File: config.mk
export PLATFORM = sky130hd
export DESIGN_NAME = strobe_fifo
export DESIGN_NICKNAME = d
export VERILOG_FILES = /design/src/rtl/strobe_fifo_pkg.sv /design/src/rtl/strobe_track.sv /design/src/rtl/fifo_ram.sv /design/src/rtl/fifo_ptrs.sv /design/src/rtl/strobe_fifo.sv
export SDC_FILE = /design/constraint.sdc
export NUM_CORES = 1
export LEC_CHECK = 0
export CORE_ASPECT_RATIO = 0.9
export CORE_MARGIN = 1.5
export CORE_UTILIZATION = 30
export CTS_CLUSTER_DIAMETER = 80
export CTS_CLUSTER_SIZE = 28
export DETAILED_ROUTE_END_ITERATION = 16
export DONT_BUFFER_PORTS = 1
export HOLD_SLACK_MARGIN = 0.15
export SLEW_MARGIN = 0
export SYNTH_ARGS = -nofsm -noshare
export SYNTH_HDL_FRONTEND = slang
export SYNTH_SLANG_ARGS = --single-unit
File: constraint.sdc
create_clock -name clk -period 5.2 [get_ports clk]
set_input_delay 0.26 -clock clk [delete_from_list [all_inputs] [get_ports clk]]
set_output_delay 0.26 -clock clk [all_outputs]
set_load 0.01 [all_outputs]
File: src/rtl/strobe_fifo_pkg.sv
package strobe_fifo_pkg;

    localparam int WORD_W = 9;
    localparam int N_CH   = 2;
    localparam int CH_WR  = 0;
    localparam int CH_RD  = 1;

    typedef logic [WORD_W-1:0] word_t;

    // status flags, all active low
    typedef struct packed {
        logic empty_n;
        logic half_n;
        logic full_n;
    } flags_t;

    // per-strobe events produced by the edge tracker
    typedef struct packed {
        logic start;   // accepted falling edge
        logic finish;  // rising edge closing an accepted access
        logic armed;   // access in progress
    } strobe_evt_t;

    function automatic int half_mark(input int depth);
        return depth / 2;
    endfunction

endpackage

File: src/rtl/strobe_track.sv
module strobe_track
    import strobe_fifo_pkg::*;
(
    input  logic        clk,
    input  logic        rst,
    input  logic        strobe_n,
    input  logic        allow,
    input  logic        hold,
    output strobe_evt_t evt
);

    logic prev_q;
    logic armed_q;
    logic fall;
    logic rise;

    // prev_q clears to 0 so a strobe held low across reset never shows a fall
    assign fall = prev_q & ~strobe_n;
    assign rise = ~prev_q & strobe_n;

    always_ff @(posedge clk) begin
        if (rst) begin
            prev_q  <= 1'b0;
            armed_q <= 1'b0;
        end else begin
            prev_q <= strobe_n;
            if (hold)
                armed_q <= 1'b0;
            else if (fall && allow)
                armed_q <= 1'b1;
            else if (rise)
                armed_q <= 1'b0;
        end
    end

    always_comb begin
        evt.start  = fall & allow & ~hold;
        evt.finish = rise & armed_q & ~hold;
        evt.armed  = armed_q;
    end

endmodule

File: src/rtl/fifo_ram.sv
module fifo_ram
    import strobe_fifo_pkg::*;
#(
    parameter int DEPTH = 16,
    localparam int AW   = $clog2(DEPTH)
) (
    input  logic          clk,
    input  logic          we,
    input  logic [AW-1:0] waddr,
    input  word_t         wdata,
    input  logic [AW-1:0] raddr,
    output word_t         rdata
);

    word_t mem [DEPTH];

    always_ff @(posedge clk) begin
        if (we)
            mem[waddr] <= wdata;
    end

    assign rdata = mem[raddr];

endmodule

File: src/rtl/fifo_ptrs.sv
module fifo_ptrs
    import strobe_fifo_pkg::*;
#(
    parameter int DEPTH = 16,
    localparam int AW   = $clog2(DEPTH),
    localparam int PW   = AW + 1
) (
    input  logic          clk,
    input  logic          rst,
    input  logic          rewind,
    input  strobe_evt_t   wr_evt,
    input  strobe_evt_t   rd_evt,
    output logic [PW-1:0] wptr,
    output logic [PW-1:0] rptr,
    output logic          can_write,
    output logic          can_read,
    output flags_t        flags
);

    localparam logic [PW-1:0] FULL_OCC = PW'(DEPTH);
    localparam logic [PW-1:0] HALF_OCC = PW'(half_mark(DEPTH));

    logic [PW-1:0] occ;
    logic [PW-1:0] wr_view;
    logic [PW-1:0] rd_view;

    always_ff @(posedge clk) begin
        if (rst) begin
            wptr <= '0;
            rptr <= '0;
        end else begin
            if (wr_evt.finish)
                wptr <= wptr + 1'b1;
            if (rewind)
                rptr <= '0;
            else if (rd_evt.finish)
                rptr <= rptr + 1'b1;
        end
    end

    // committed occupancy; the writer's view adds its pending word,
    // the reader's view removes the word being read
    assign occ     = wptr - rptr;
    assign wr_view = occ + PW'(wr_evt.armed);
    assign rd_view = occ - PW'(rd_evt.armed);

    assign can_write = (occ != FULL_OCC);
    assign can_read  = (occ != '0);

    always_comb begin
        flags.empty_n = (rd_view != '0);
        flags.full_n  = (wr_view != FULL_OCC);
        flags.half_n  = !(wr_view > HALF_OCC);
    end

endmodule

File: src/rtl/strobe_fifo.sv
module strobe_fifo
    import strobe_fifo_pkg::*;
#(
    parameter int DEPTH = 16
) (
    input  logic        clk,
    input  logic        rst,
    input  logic        wr_n,
    input  logic        rd_n,
    input  logic        rt_n,
    input  logic [8:0]  din,
    output logic [8:0]  dout,
    output logic        dout_oe,
    output logic        empty_n,
    output logic        full_n,
    output logic        half_n
);

    localparam int AW = $clog2(DEPTH);
    localparam int PW = AW + 1;

    logic          rewind;
    logic [N_CH-1:0] stb_n;
    logic [N_CH-1:0] allow;
    strobe_evt_t   evt [N_CH];
    logic [PW-1:0] wptr;
    logic [PW-1:0] rptr;
    logic          can_write;
    logic          can_read;
    flags_t        flags;
    word_t         rdata;

    assign rewind = ~rt_n;

    assign stb_n[CH_WR] = wr_n;
    assign stb_n[CH_RD] = rd_n;
    assign allow[CH_WR] = can_write;
    assign allow[CH_RD] = can_read;

    for (genvar ch = 0; ch < N_CH; ch++) begin : g_strobe
        strobe_track u_track (
            .clk      (clk),
            .rst      (rst),
            .strobe_n (stb_n[ch]),
            .allow    (allow[ch]),
            .hold     (rewind),
            .evt      (evt[ch])
        );
    end

    fifo_ptrs #(.DEPTH(DEPTH)) u_ptrs (
        .clk       (clk),
        .rst       (rst),
        .rewind    (rewind),
        .wr_evt    (evt[CH_WR]),
        .rd_evt    (evt[CH_RD]),
        .wptr      (wptr),
        .rptr      (rptr),
        .can_write (can_write),
        .can_read  (can_read),
        .flags     (flags)
    );

    fifo_ram #(.DEPTH(DEPTH)) u_ram (
        .clk   (clk),
        .we    (evt[CH_WR].finish),
        .waddr (wptr[AW-1:0]),
        .wdata (din),
        .raddr (rptr[AW-1:0]),
        .rdata (rdata)
    );

    assign dout_oe = evt[CH_RD].armed & ~rd_n;
    assign dout    = dout_oe ? rdata : '0;
    assign empty_n = flags.empty_n;
    assign full_n  = flags.full_n;
    assign half_n  = flags.half_n;

endmodule

Word level (Yosys, flattened, before mapping)
Memory sizes are Yosys's and may differ from the RTL's. A register that Yosys moved wholly into a read port is not among the register bits.
Cells that the tools add are included.
{"block": "op_classes", "add_sub_neg": 5, "n_lt_le_gt_ge": 1, "n_eq_ne": 2, "n_mux": 9, "n_bitwise": 14, "reduce_logical": 8}
{"operator": "5-bit by 1-bit adder with 5-bit output (second input constant)", "n": 2}
{"operator": "5-bit inequality test (second input constant)", "n": 2}
{"operator": "5-bit nonzero test", "n": 2}
{"operator": "1-bit bitwise AND", "n": 9}
{"operator": "9-bit 2-to-1 mux", "n": 1}
{"operator": "4-bit 2-to-1 mux", "n": 2}
{"operator": "1-bit 2-to-1 mux", "n": 6}
{"operator": "5-bit by 1-bit adder with 5-bit output", "n": 1}
{"operator": "5-bit by 4-bit > comparator with 1-bit output (second input constant)", "n": 1}
{"operator": "1-bit inverter", "n": 5}
{"operator": "5-bit by 1-bit subtractor with 5-bit output", "n": 1}
{"operator": "5-bit subtractor", "n": 1}
{"operator": "2-bit nonzero test", "n": 2}
{"operator": "1-bit logical AND", "n": 2}
{"operator": "2-bit OR reduction", "n": 1}
{"operator": "1-bit zero test", "n": 1}
{"block": "totals", "register_bits": 14, "mem_bits_rw": 144, "in_bits": 14, "output_inout_bits": 13, "mem_count": 1}
{"memory": "u_ram.mem", "words": 16, "width": 9, "rd": 1, "rd_ports_with_merged_regs": 1, "write_ports": 1, "line": "fifo_ram.sv:15", "text": "word_t mem [DEPTH];"}

Depth between registers and ports, before layout
Gate-level depths: netlist of the first run.
{"block": "depth", "word_depth": 6, "ltp_mapped": 9, "ltp_nobuf": 9}

Modules after synthesis
A second synthesis of the first run with hierarchy kept.
{"block": "hier_totals", "cells_unflattened": 361, "hier_area_um2": 6630.1}
{"module": "fifo_ram", "n_inst": 1, "cells_per_inst": 245, "area_per_inst_um2": 5600.4}
{"module": "fifo_ptrs", "n_inst": 1, "cells_per_inst": 85, "area_per_inst_um2": 758.2}
{"module": "strobe_track", "n_inst": 2, "cells_per_inst": 10, "area_per_inst_um2": 91.3}
{"module": "strobe_fifo", "n_inst": 1, "cells_per_inst": 11, "area_per_inst_um2": 88.8}

Worst setup path before layout of the first run
No wires, ideal clock.
{"block": "synth_timing", "path_kind": "register to output", "start": "register u_ptrs.wptr[0]", "end": "output port half_n", "t_arrival_ns": 2.221, "required_time_ns": 4.940, "setup_slack_ns": 2.719, "stages_incl_launch_ff": 10, "path_buffers": 0, "cell_sequence": "dfxtp_1 -> inv_1 -> ha_1 -> inv_1 -> fa_1 -> ha_1 -> xor2_1 -> nor3_1 -> o22ai_1 -> a221oi_2"}
{"block": "synth_between", "elab_chain_cells": 4}
{"item": "from (decl)", "line": "fifo_ptrs.sv:13", "text": "output logic [PW-1:0] wptr,"}
{"item": "from (signal assigned)", "line": "fifo_ptrs.sv:33", "text": "wptr <= wptr + 1'b1;"}
{"item": "5-bit subtractor", "line": "fifo_ptrs.sv:43", "text": "assign occ = wptr - rptr;"}
{"item": "5-bit by 1-bit adder with 5-bit output", "line": "fifo_ptrs.sv:44", "text": "assign wr_view = occ + PW'(wr_evt.armed);"}
{"item": "5-bit by 4-bit > comparator with 1-bit output", "line": "fifo_ptrs.sv:53", "text": "flags.half_n = !(wr_view > HALF_OCC);"}
{"item": "1-bit zero test", "line": "fifo_ptrs.sv:53"}
{"item": "to (decl)", "line": "strobe_fifo.sv:16", "text": "output logic half_n"}
No other way between the ends.

Final worst setup path of the first run
Same ends and word-level chain as after synthesis.

==> impl_results.md, run 1 <==
* Iteration-0 DRC Markers at 367
* Core region area at 21800 um^2
* Post-synth EDFFs at 144
* Outcome: finished clean
* DP Wirelength at 8580 um
* Minimum clock period at 3.16 ns
* Antenna Nets Post-Route at 0
* Commonest non-fill, non-tap cell in the layout: edfxtp_1
* Area fraction of the dominant cell type after synthesis at 64.5%
* Design area at 7770 um^2
* Crit path max fanout at 5
* IO Pins at 27
* Mux share of post-synthesis cell area at 14.0%
* Final hold vios at 0
* Die ar. at 23200 um^2
* Nets@finish at 436
* Clk_skew at 0.00797 ns
* Site row count at 51
* Htree depth at 4
* First-pass DRT Iterations at 4
* Hold Startpoint: rt_n
* Final setup violation count at 0
* Worst Setup Start Kind: register
* CTS Sinks at 162
* Synth Net Count at 410
* Crit Path Category: register to output port
* Area post-placement at 7060 um^2
* HP Class: input pin to register
* DIE HEIGHT at 145 um
* Net Sw Power at 543 uW
* Post-Syn Area per Cell at 17.5 um^2
* R2R Path Start: u_ptrs.wptr[0]
* Synth Area in Compound Gates at 3.87%
* N_diodes at 0
* Share of cells above drive strength 1 at 20.4%
* Final Wtd Congestion at 0.737
* CP Capture Type: output port
* Sequential share of power at 52.8%
* Library cells used by synthesis at 38
* FF+latch count, synth at 162
* Initial antenna violation count at 1
* Unrepaired setup endpoints after global routing: false
* Leakage power at 0.00241 uW
* Worst r2r dst: g_strobe[0].u_track.armed_q
* Tot GR Track Use at 13.1%
* Post-Synth XOR/XNOR Area at 2.30%
* Worst EP required at 4.94 ns
* GR Overflow Total at 0
* Critical Path AT at 2.90 ns
* Fillers at 2012
* Synth Area in Adders at 2.54%
* Number of global-route vias before repair at 3578
* Setup_tns at 0 ns
* Post-CTS Setup Repair Bufs at 0
* Reg2reg path depth at 9
* Area delta synth->final at 16.0%
* Multi-input logic area at 1890 um^2
* Number of synthesis warnings at 0
* Sw frac at 20.3%
* Post-DR vias/cell at 4.83
* Mapped Cells at 383
* Post-Syn Area at 6700 um^2
* Int Pwr at 2140 uW
* Reg2reg setup slack at 2.92 ns
* CTS buffer count at 17
* Clk root buf: clkbuf_16
* Initial Util at 30.8%
* Dominant cells by area after synthesis: edfxtp_1, mux4_2, dfxtp_1, mux2i_1, ha_1
* Clock share of power at 46.1%
* Longest Clk Path Bufs at 2
* Asr flop ratio synth at 0%
* DRC at 0
* Min-Delay Endpoint: u_ptrs.rptr[0]
* First-pass GRT wire length at 21800 um
* Die Wd at 161 um
* CTS tree: yes
* Count of final max-slew check failures at 0
* Final WL at 14100 um
* Seq/Total Area, Yosys at 69.9%
* Sequential Area at 4690 um^2
* Clock transition at path regs at 0.06 ns
* Detailed-route wire length per cell at 19.8 um
* Largest family of logic cells by synthesized area: multiplexers
* Commonest non-fill, non-tap cells in the layout: edfxtp_1, nor2_1, mux4_2
* Pin count of the biggest net entering global routing at 37
* Max frequency at 316 MHz
* Port bufs at 0
* Routed vias at 3437
* Worst-margin pin slew at 1.10 ns
* Post-synthesis simple-gate area fraction at 5.27%
* Main synth FF type: edfxtp_1
* Area leader, netlist: edfxtp_1
* Slew headroom at 26.6%
* Hold Crit Depth at 2
* Worst VDD drop at 0.000179 V
* Comb pwr share at 1.1%
* Worst-skew pair later-pin latency at 0.43 ns
* Crit share post-route at 60.8%
* Pwr Density at 345 nW/um^2
* Max cap viols at 0
## through the flow
step / power (uW) / hold WS, ns / utilization, % / setup WS (ns) / cells
after floorplan: 1450 / 0.332 / - / 2.72 / 383
after global placement: 1450 / 0.333 / 32.4 / 2.50 / 668
after detailed placement: 1450 / 0.334 / 32.4 / 2.49 / 668
after CTS: 2700 / 0.273 / 35.7 / 2.02 / 712
after global routing: 2760 / 0.308 / 35.7 / 1.90 / 712
final: 2680 / 0.297 / 35.7 / 2.04 / 712
## kinds of logic (layout without fill, tap and decap cells)
kind of cell	after synthesis	after routing
AOI/OAI and AO/OA	32	32
xor gates and xnor gates	15	15
adders and majority gates	13	13
buffers and inverters	27	65
DFF	162	162
muxes	58	58
and+or+nand+nor	76	76
## registers in the layout, summed over array words and instances (netlist names), named ones only
register and cells:
u_ptrs.rptr 5, g_strobe.u_track.armed_q 2, g_strobe.u_track.prev_q 2, u_ram.mem 144
u_ptrs.wptr 5
## cells in the mapped netlist, types with 2 or more instances
cell type / n
nor2b_1: 3
nand2_1: 18
xor2_1: 4
edfxtp_1: 144
nor4_1: 2
xnor2_1: 8
dfxtp_1: 18
mux2i_1: 26
nor3_1: 6
a21o_1: 2
buf_6: 4
mux4_2: 28
inv_1: 9
a21oi_1: 5
a32oi_1: 4
buf_1: 2
o41ai_2: 2
nand2b_1: 5
o31ai_1: 2
nor2_1: 28
and3_1: 3
ha_1: 12
nand3_1: 5
buf_2: 6
xor2_2: 2
mux2_2: 4
o22ai_1: 10
nand4_1: 4
clkbuf_1: 5
o211ai_1: 4
## layer usage
layer	vias to the layer above	GRT usage, %	share of wire (%)
met5	-	0	0.085
met4	2	5.66	2.9
met3	29	3.48	5.3
met1	1735	18.2	48
met2	107	19.3	44
li1	1564	-	-
## worst max-delay path, stage by stage (launching register included)
cell and delay [ns]:
dfxtp_1 0.41, inv_1 0.11, ha_1 0.19, inv_1 0.10, fa_1 0.49, ha_1 0.29, xor2_1 0.19, nor3_1 0.21
o22ai_1 0.14, a221oi_2 0.33
## power groups by stage
stage | combinational [uW] | clock (uW) | sequential [uW]
floorplan | 4.93 | 0 | 1440
global placement | 5.70 | 0 | 1440
detailed placement | 6.05 | 0 | 1440
CTS | 30.0 | 1260 | 1420
global route | 33.4 | 1310 | 1420
finish | 29.8 | 1240 | 1420
## layout make-up
type | instances | area share [%]
flip-flops and latches | 162 | 60.3
repair buffers | 25 | 2.83
clock inverters | 13 | 1.98
multi-input cells | 194 | 24.3
well taps | 291 | 4.68
inverters | 9 | 0.435
clock buffers | 18 | 5.52
## worst max path at each step
stage	start	end	slack [ns]	cells after the start
after floorplan	u_ptrs.wptr[0]	half_n	2.72	9
after global placement	register	dout[7]	2.50	4
after detailed placement	u_ptrs.wptr[0]	half_n	2.49	9
after CTS	u_ptrs.wptr[0]	half_n	2.02	9
after global routing	u_ptrs.wptr[0]	half_n	1.90	9
final	u_ptrs.wptr[0]	half_n	2.04	9
## timing repair
action | CTS | global route
setup endpoints to repair | 0 | 0
hold endpoints to repair | 153 | 0
resized for setup | 0 | 0
hold buffers | 13 | 0
Note: power is estimated with default switching activity, not from simulation.
==> inputs of run 2 (changes only) <==
==> constraint.sdc (replaced) <==
create_clock -name clk -period 2.9 [get_ports clk]
set_input_delay 0.145 -clock clk [delete_from_list [all_inputs] [get_ports clk]]
set_output_delay 0.145 -clock clk [all_outputs]
set_load 0.01 [all_outputs]
==> impl_results.md, run 2 (synthesis results as in run 1) <==
* Final Wtd Congestion at 0.785 (+6.5%)
* CTS Sinks at 162 (unchanged)
* Share of cells above drive strength 1 at 25.3% (+4.9 points)
* Max frequency at 360 MHz
* Unrepaired setup endpoints after global routing: false
* Clk root buf: clkbuf_16
* First-pass DRT Iterations at 5 (+1)
* Initial antenna violation count at 0 (-1)
* Post-DR vias/cell at 4.75 (-1.6%)
* Pwr Density at 596 nW/um^2 (+73%)
* Worst Setup Start Kind: register
* Crit Path Category: register to output port
* Registers with the most flip-flops: u_ram.mem (144), u_ptrs.rptr (5), u_ptrs.wptr (5)
* Worst EP required at 2.76 ns (-2.18 ns)
* First-pass GRT wire length at 20600 um (-5.5%)
* Final setup violation count at 0 (unchanged)
* Worst-skew pair later-pin latency at 0.42 ns (about the same)
* DIE HEIGHT at 145 um (unchanged)
* Routed vias at 3430 (-0.20%)
* Area delta synth->final at 18.7%
* Clk_skew at 0.00993 ns (+0.00196 ns)
* Longest Clk Path Bufs at 2 (unchanged)
* Tot GR Track Use at 12.3% (-0.74 points)
* Fillers at 1990 (-1.1%)
* Worst VDD drop at 0.000364 V (+100%)
* Max cap viols at 0 (unchanged)
* Final hold vios at 0 (unchanged)
* HP Class: input pin to register
* Nets@finish at 445 (+2.1%)
* Pwr Total at 4740 uW (+77%)
* Slew headroom at 56.0% (+29 points)
* Setup_tns at 0 ns (unchanged)
* Number of global-route vias before repair at 3528 (-1.4%)
* Top reg by flops: u_ram.mem
* DP Wirelength at 8250 um (-3.9%)
* CTS buffer count at 17 (unchanged)
* Net Sw Power at 1030 uW (+90%)
* Multi-input logic area at 1980 um^2 (+4.7%)
* Site row count at 51 (unchanged)
* IO Pins at 27 (unchanged)
* Clock share of power at 45.3% (-0.8 points)
* Iteration-0 DRC Markers at 344 (-6.3%)
* Detailed-route wire length per cell at 18.7 um (-5.7%)
* N_diodes at 0 (unchanged)
* Critical Path AT at 2.63 ns (-0.27 ns)
* Die ar. at 23200 um^2 (unchanged)
* Antenna Nets Post-Route at 0 (unchanged)
* Crit share post-route at 95.7%
* Crit path max fanout at 5 (unchanged)
* Leakage power at 0.00249 uW (+3.1%)
* Final WL at 13500 um (-4.4%)
* Sequential share of power at 53.6% (+0.8 points)
* Worst-margin pin slew at 0.655 ns (-0.441 ns)
* Int Pwr at 3710 uW (+73%)
* Clock transition at path regs at 0.06 ns (about the same)
* Initial Util at 30.8% (unchanged)
* Port bufs at 0 (unchanged)
* CTS tree: yes
* CP Capture Type: output port
* DRC at 0 (unchanged)
* Sw frac at 21.7% (+1.5 points)
* Outcome: finished clean
* Sequential Area at 4690 um^2 (about the same)
* Commonest non-fill, non-tap cells in the layout: edfxtp_1, nor2_1, mux4_2
* Minimum clock period at 2.77 ns
* Comb pwr share at 1.1% (about the same)
* Core region area at 21800 um^2 (unchanged)
* Die Wd at 161 um (unchanged)
* Count of final max-slew check failures at 0 (unchanged)
* GR Overflow Total at 0 (unchanged)
* Max reg flops at 144 (unchanged)
* Pin count of the biggest net entering global routing at 37 (unchanged)
* Commonest non-fill, non-tap cell in the layout: edfxtp_1
* Htree depth at 4 (unchanged)
==> run 2: cell types whose count changed in the layout (fill, tap and decap cells not counted), moves of 2 or more <==
cell,previous run,this run
bufinv_16,2,0
xor2_4,0,2
inv_8,2,4
ha_4,0,2
xor2_2,2,0
clkinvlp_4,3,1
dfxtp_2,1,3
inv_1,9,7
dfxtp_1,17,15
ha_1,12,10
clkinv_8,0,4
buf_4,12,21
inv_2,0,2
==> run 2: area by class of cell <==
| type | count | area share, % |
|---|---|---|
| Clock buffer | 18 | 5.40 |
| Clock inverter | 14 | 2.03 |
| Inverter | 9 | 0.425 |
| Multi-Input combinational cell | 194 | 24.9 |
| Sequential cell | 162 | 59.0 |
| Tap cell | 291 | 4.58 |
| Timing Repair Buffer | 34 | 3.75 |
==> run 2: power by group through the flow <==
stage / sequential (uW) / clock (uW) / combinational [uW]
6_report: 2540 / 2150 / 53.0
3_3_place_gp: 2590 / 0 / 10.1
5_1_grt: 2540 / 2310 / 59.0
2_1_floorplan: 2590 / 0 / 8.84
4_1_cts: 2540 / 2200 / 52.5
3_5_place_dp: 2590 / 0 / 10.9
==> run 2: final timing paths <==
path / start / slack, ns / end / depth (start not counted)
setup / recovery: u_ptrs.wptr[0] / 0.13 / half_n / 9
hold / removal: rt_n / 0.17 / u_ptrs.rptr[4] / 2
setup reg to reg: u_ptrs.wptr[0] / 0.62 / g_strobe[1].u_track.armed_q / 9
hold reg to reg: g_strobe[1].u_track.armed_q / 0.51 / g_strobe[1].u_track.armed_q / 2
==> run 2: metrics by stage <==
stage / hold slack, ns / setup slack, ns / utilization [%] / cell area [um^2] / instances
4_1_cts: 0.164 / 0.00696 / 36.1 / 7860 / 720
6_report: 0.171 / 0.126 / 36.5 / 7950 / 722
2_1_floorplan: 0.217 / 0.534 / - / 6700 / 383
3_5_place_dp: 0.220 / 0.300 / 32.8 / 7130 / 676
3_3_place_gp: 0.219 / 0.416 / 32.8 / 7130 / 676
5_1_grt: 0.205 / 0.00172 / 36.5 / 7950 / 722
==> run 2: routing by layer <==
metal  track usage (%)  routed length, um  part of all wire (%)  up-vias
met1              16.3               6040                    45     1733
met3              4.08                729                   5.4       20
li1                  -                  -                     -     1576
met5                 0                  0                     0        -
met2              19.0               6420                    48      101
met4              4.38                298                   2.2        0
==> run 2: worst max-delay path, cell delays in order, from the launching register on <==
cell and delay [ns]:
dfxtp_2 0.38, inv_2 0.08, ha_4 0.16, inv_2 0.07, fa_2 0.46, ha_4 0.20, xor2_1 0.19, nor3_2 0.24
o22ai_2 0.12, a221oi_2 0.32
==> run 2: what timing repair did <==
item                                    in CTS  in global routing
hold buffers                                12                  0
hold endpoints to repair                   153                  0
pin swaps                                    1                  4
buffers inserted                             0                  2
endpoints found under the setup margin       2                  2
cloned                                       0                  0
resized for setup                            4                 13
==> inputs of run 3 (changes only) <==
--- a/config.mk
+++ b/config.mk
@@ -13,7 +13,9 @@
 export DETAILED_ROUTE_END_ITERATION = 16
 export DONT_BUFFER_PORTS = 1
 export HOLD_SLACK_MARGIN = 0.15
+export SETUP_SLACK_MARGIN = 0.2
 export SLEW_MARGIN = 0
 export SYNTH_ARGS = -nofsm -noshare
 export SYNTH_HDL_FRONTEND = slang
+export SYNTH_HIERARCHICAL = 1
 export SYNTH_SLANG_ARGS = --single-unit
==> impl_results.md, run 3 <==
* DP Wirelength at 8300 um (+0.70%)
* Initial antenna violation count at 1 (+1)
* Crit path max fanout at 3 (-2)
* Post-Syn Area at 6620 um^2 (-1.1%)
* Initial Util at 30.6% (-0.17 points)
* Commonest non-fill, non-tap cell in the layout: edfxtp_1
* Tot GR Track Use at 12.6% (+0.27 points)
* Pre-CTS setup slack at 0.321 ns (+0.0207 ns)
* Post-DR vias/cell at 4.80 (+1.1%)
* Antenna Nets Post-Route at 0 (unchanged)
* Reg2reg path depth at 8 (-1)
* DIE HEIGHT at 144 um (-0.56%)
* Worst VDD drop at 0.000355 V (-2.5%)
* Slew headroom at 37.2% (-19 points)
* CTS tree: yes
* Post-Syn Area per Cell at 18.4 um^2 (+5.5%)
* Final hold vios at 0 (unchanged)
* Reg2reg setup slack at 0.73 ns (+0.11 ns)
* Min-Delay Endpoint: u_ptrs/wptr[0]
* Post-route worst setup slack at 0.181 ns (+0.0555 ns)
* Critical Path AT at 2.57 ns (-0.06 ns)
* Unrepaired setup endpoints after global routing: true
* Minimum clock period at 2.72 ns (-0.0555 ns)
* Registers with the most flip-flops: u_ram/mem (144), u_ptrs/rptr (5), u_ptrs/wptr (5)
* Clk_skew at 0.00972 ns (-0.000218 ns)
* Max frequency at 368 MHz (+2.0%)
* Area delta synth->final at 18.1%
* Share of cells above drive strength 1 at 22.5% (-2.8 points)
* DRC at 0 (unchanged)
* Net Sw Power at 907 uW (-12%)
* Nets@finish at 425 (-4.5%)
* Crit share post-route at 93.8% (-1.9 points)
* Core region area at 21600 um^2 (-0.59%)
* Worst r2r dst: g_strobe[1].u_track/armed_q
* Clk root buf: clkbuf_16
* Final Wtd Congestion at 0.737 (-6.0%)
* Routed vias at 3391 (-1.1%)
* Multi-input logic area at 1910 um^2 (-3.2%)
* Worst-skew pair later-pin latency at 0.42 ns (about the same)
* Port bufs at 0 (unchanged)
* Pin count of the biggest net entering global routing at 40 (+8.1%)
* Number of global-route vias before repair at 3598 (+2.0%)
* First-pass GRT wire length at 21100 um (+2.6%)
* First-pass DRT Iterations at 4 (-1)
* Worst-margin pin slew at 0.930 ns (+0.275 ns)
* Int Pwr at 3760 uW (+1.5%)
* Count of final max-slew check failures at 0 (unchanged)
* Max reg flops at 144 (unchanged)
* Die ar. at 23000 um^2 (-1.1%)
* Worst EP required at 2.76 ns (about the same)
* GR Overflow Total at 0 (unchanged)
* Detailed-route wire length per cell at 19.2 um (+2.9%)
* Max cap viols at 0 (unchanged)
* Final WL at 13600 um (+0.61%)
* Worst Setup Start Kind: register
* Comb pwr share at 1.2% (about the same)
* Leakage power at 0.00252 uW (+1.3%)
* IO Pins at 27 (unchanged)
* R2R Path Start: u_ptrs/rptr[2]
* Fillers at 1988 (-0.10%)
* Longest Clk Path Bufs at 2 (unchanged)
* Sw frac at 19.4% (-2.3 points)
* Top reg by flops: u_ram/mem
* Clock share of power at 45.6% (+0.3 points)
* Clock transition at path regs at 0.06 ns (about the same)
* Hold Crit Depth at 4 (+2)
* Sequential Area at 4610 um^2 (-1.7%)
* Setup_tns at 0 ns (unchanged)
* CTS Sinks at 158 (-2.5%)
* HP Class: input pin to register
* Outcome: finished clean
* Die Wd at 160 um (-0.56%)
* CTS buffer count at 17 (unchanged)
* Number of synthesis warnings at 6 (+6)
* Pwr Density at 597 nW/um^2 (+0.25%)
* Hold Startpoint: wr_n
* Commonest non-fill, non-tap cells in the layout: edfxtp_1, nor2_1, buf_4
* Crit Path Category: register to output port
* CP Capture Type: output port
* Htree depth at 4 (unchanged)
* Iteration-0 DRC Markers at 200 (-42%)
* Mapped Cells at 359 (-6.3%)
* Sequential share of power at 53.2% (-0.4 points)
* Synth Net Count at 383 (-6.6%)
* Final setup violation count at 0 (unchanged)
* Site row count at 51 (unchanged)
[run 3: power by group through the flow]
stage | logic (uW) | registers, uW | clock network (uW)
after global routing | 63.5 | 2480 | 2270
after detailed placement | 11.9 | 2530 | 0
final | 57.3 | 2480 | 2130
after floorplan | 11.7 | 2530 | 0
after global placement | 11.4 | 2530 | 0
after CTS | 57.4 | 2480 | 2180
[run 3: metal layers]
layer | part of all wire (%) | up-vias | wire [um] | GRT usage (%)
met3 | 4.5 | 15 | 611 | 3.64
met5 | 0 | - | 0 | 0
li1 | - | 1544 | - | -
met2 | 49 | 68 | 6670 | 20.6
met4 | 1.6 | 0 | 211 | 5.41
met1 | 45 | 1764 | 6080 | 15.8
[run 3: metrics by stage]
stage	hold slack (ns)	total power [uW]	instance area [um^2]	utilization, %	cells
floorplan	0.210	2550	6630	-	359
global placement	0.212	2550	7040	32.5	657
detailed placement	0.215	2550	7040	32.5	657
CTS	0.251	4720	7800	36.1	705
global route	0.306	4820	7820	36.1	705
finish	0.268	4670	7820	36.1	706
[run 3: timing repair]
action / CTS / global route
buffers inserted: 3 / 0
pin swaps: 4 / 1
hold buffers: 13 / 0
gates cloned: 0 / 0
endpoints found under the setup margin: 2 / 3
endpoints found under the hold margin: 158 / 0
resized for setup: 8 / 3
[run 3: worst max path at each step]
stage,start,to,slack [ns],depth (start not counted)
after global routing,u_ptrs/wptr[0],half_n,0.07,9
final,u_ptrs/wptr[0],half_n,0.18,9
after global placement,u_ptrs/wptr[0],half_n,0.40,9
after floorplan,g_strobe[0].u_track/prev_q,u_ram/mem[0][0],0.34,3
after detailed placement,u_ptrs/wptr[0],half_n,0.32,9
after CTS,u_ptrs/wptr[0],half_n,0.21,9
[run 3: layout make-up]
| class | count | share of cell area, % |
|---|---|---|
| multi-input combinational | 178 | 24.5 |
| clock buffer | 18 | 5.49 |
| inverter | 9 | 0.432 |
| clock inverter | 14 | 1.82 |
| sequential | 158 | 59.0 |
| tap | 291 | 4.66 |
| timing repair buffer | 37 | 4.13 |
| antenna | 1 | 0.0320 |
[run 3: critical path: stages (launching register included)]
cell and delay [ns]:
dfxtp_4 0.34, inv_1 0.05, ha_1 0.16, inv_1 0.07, fa_2 0.58, ha_4 0.15, xor2_1 0.21, a21oi_1 0.10
a211o_1 0.31, a21oi_4 0.17
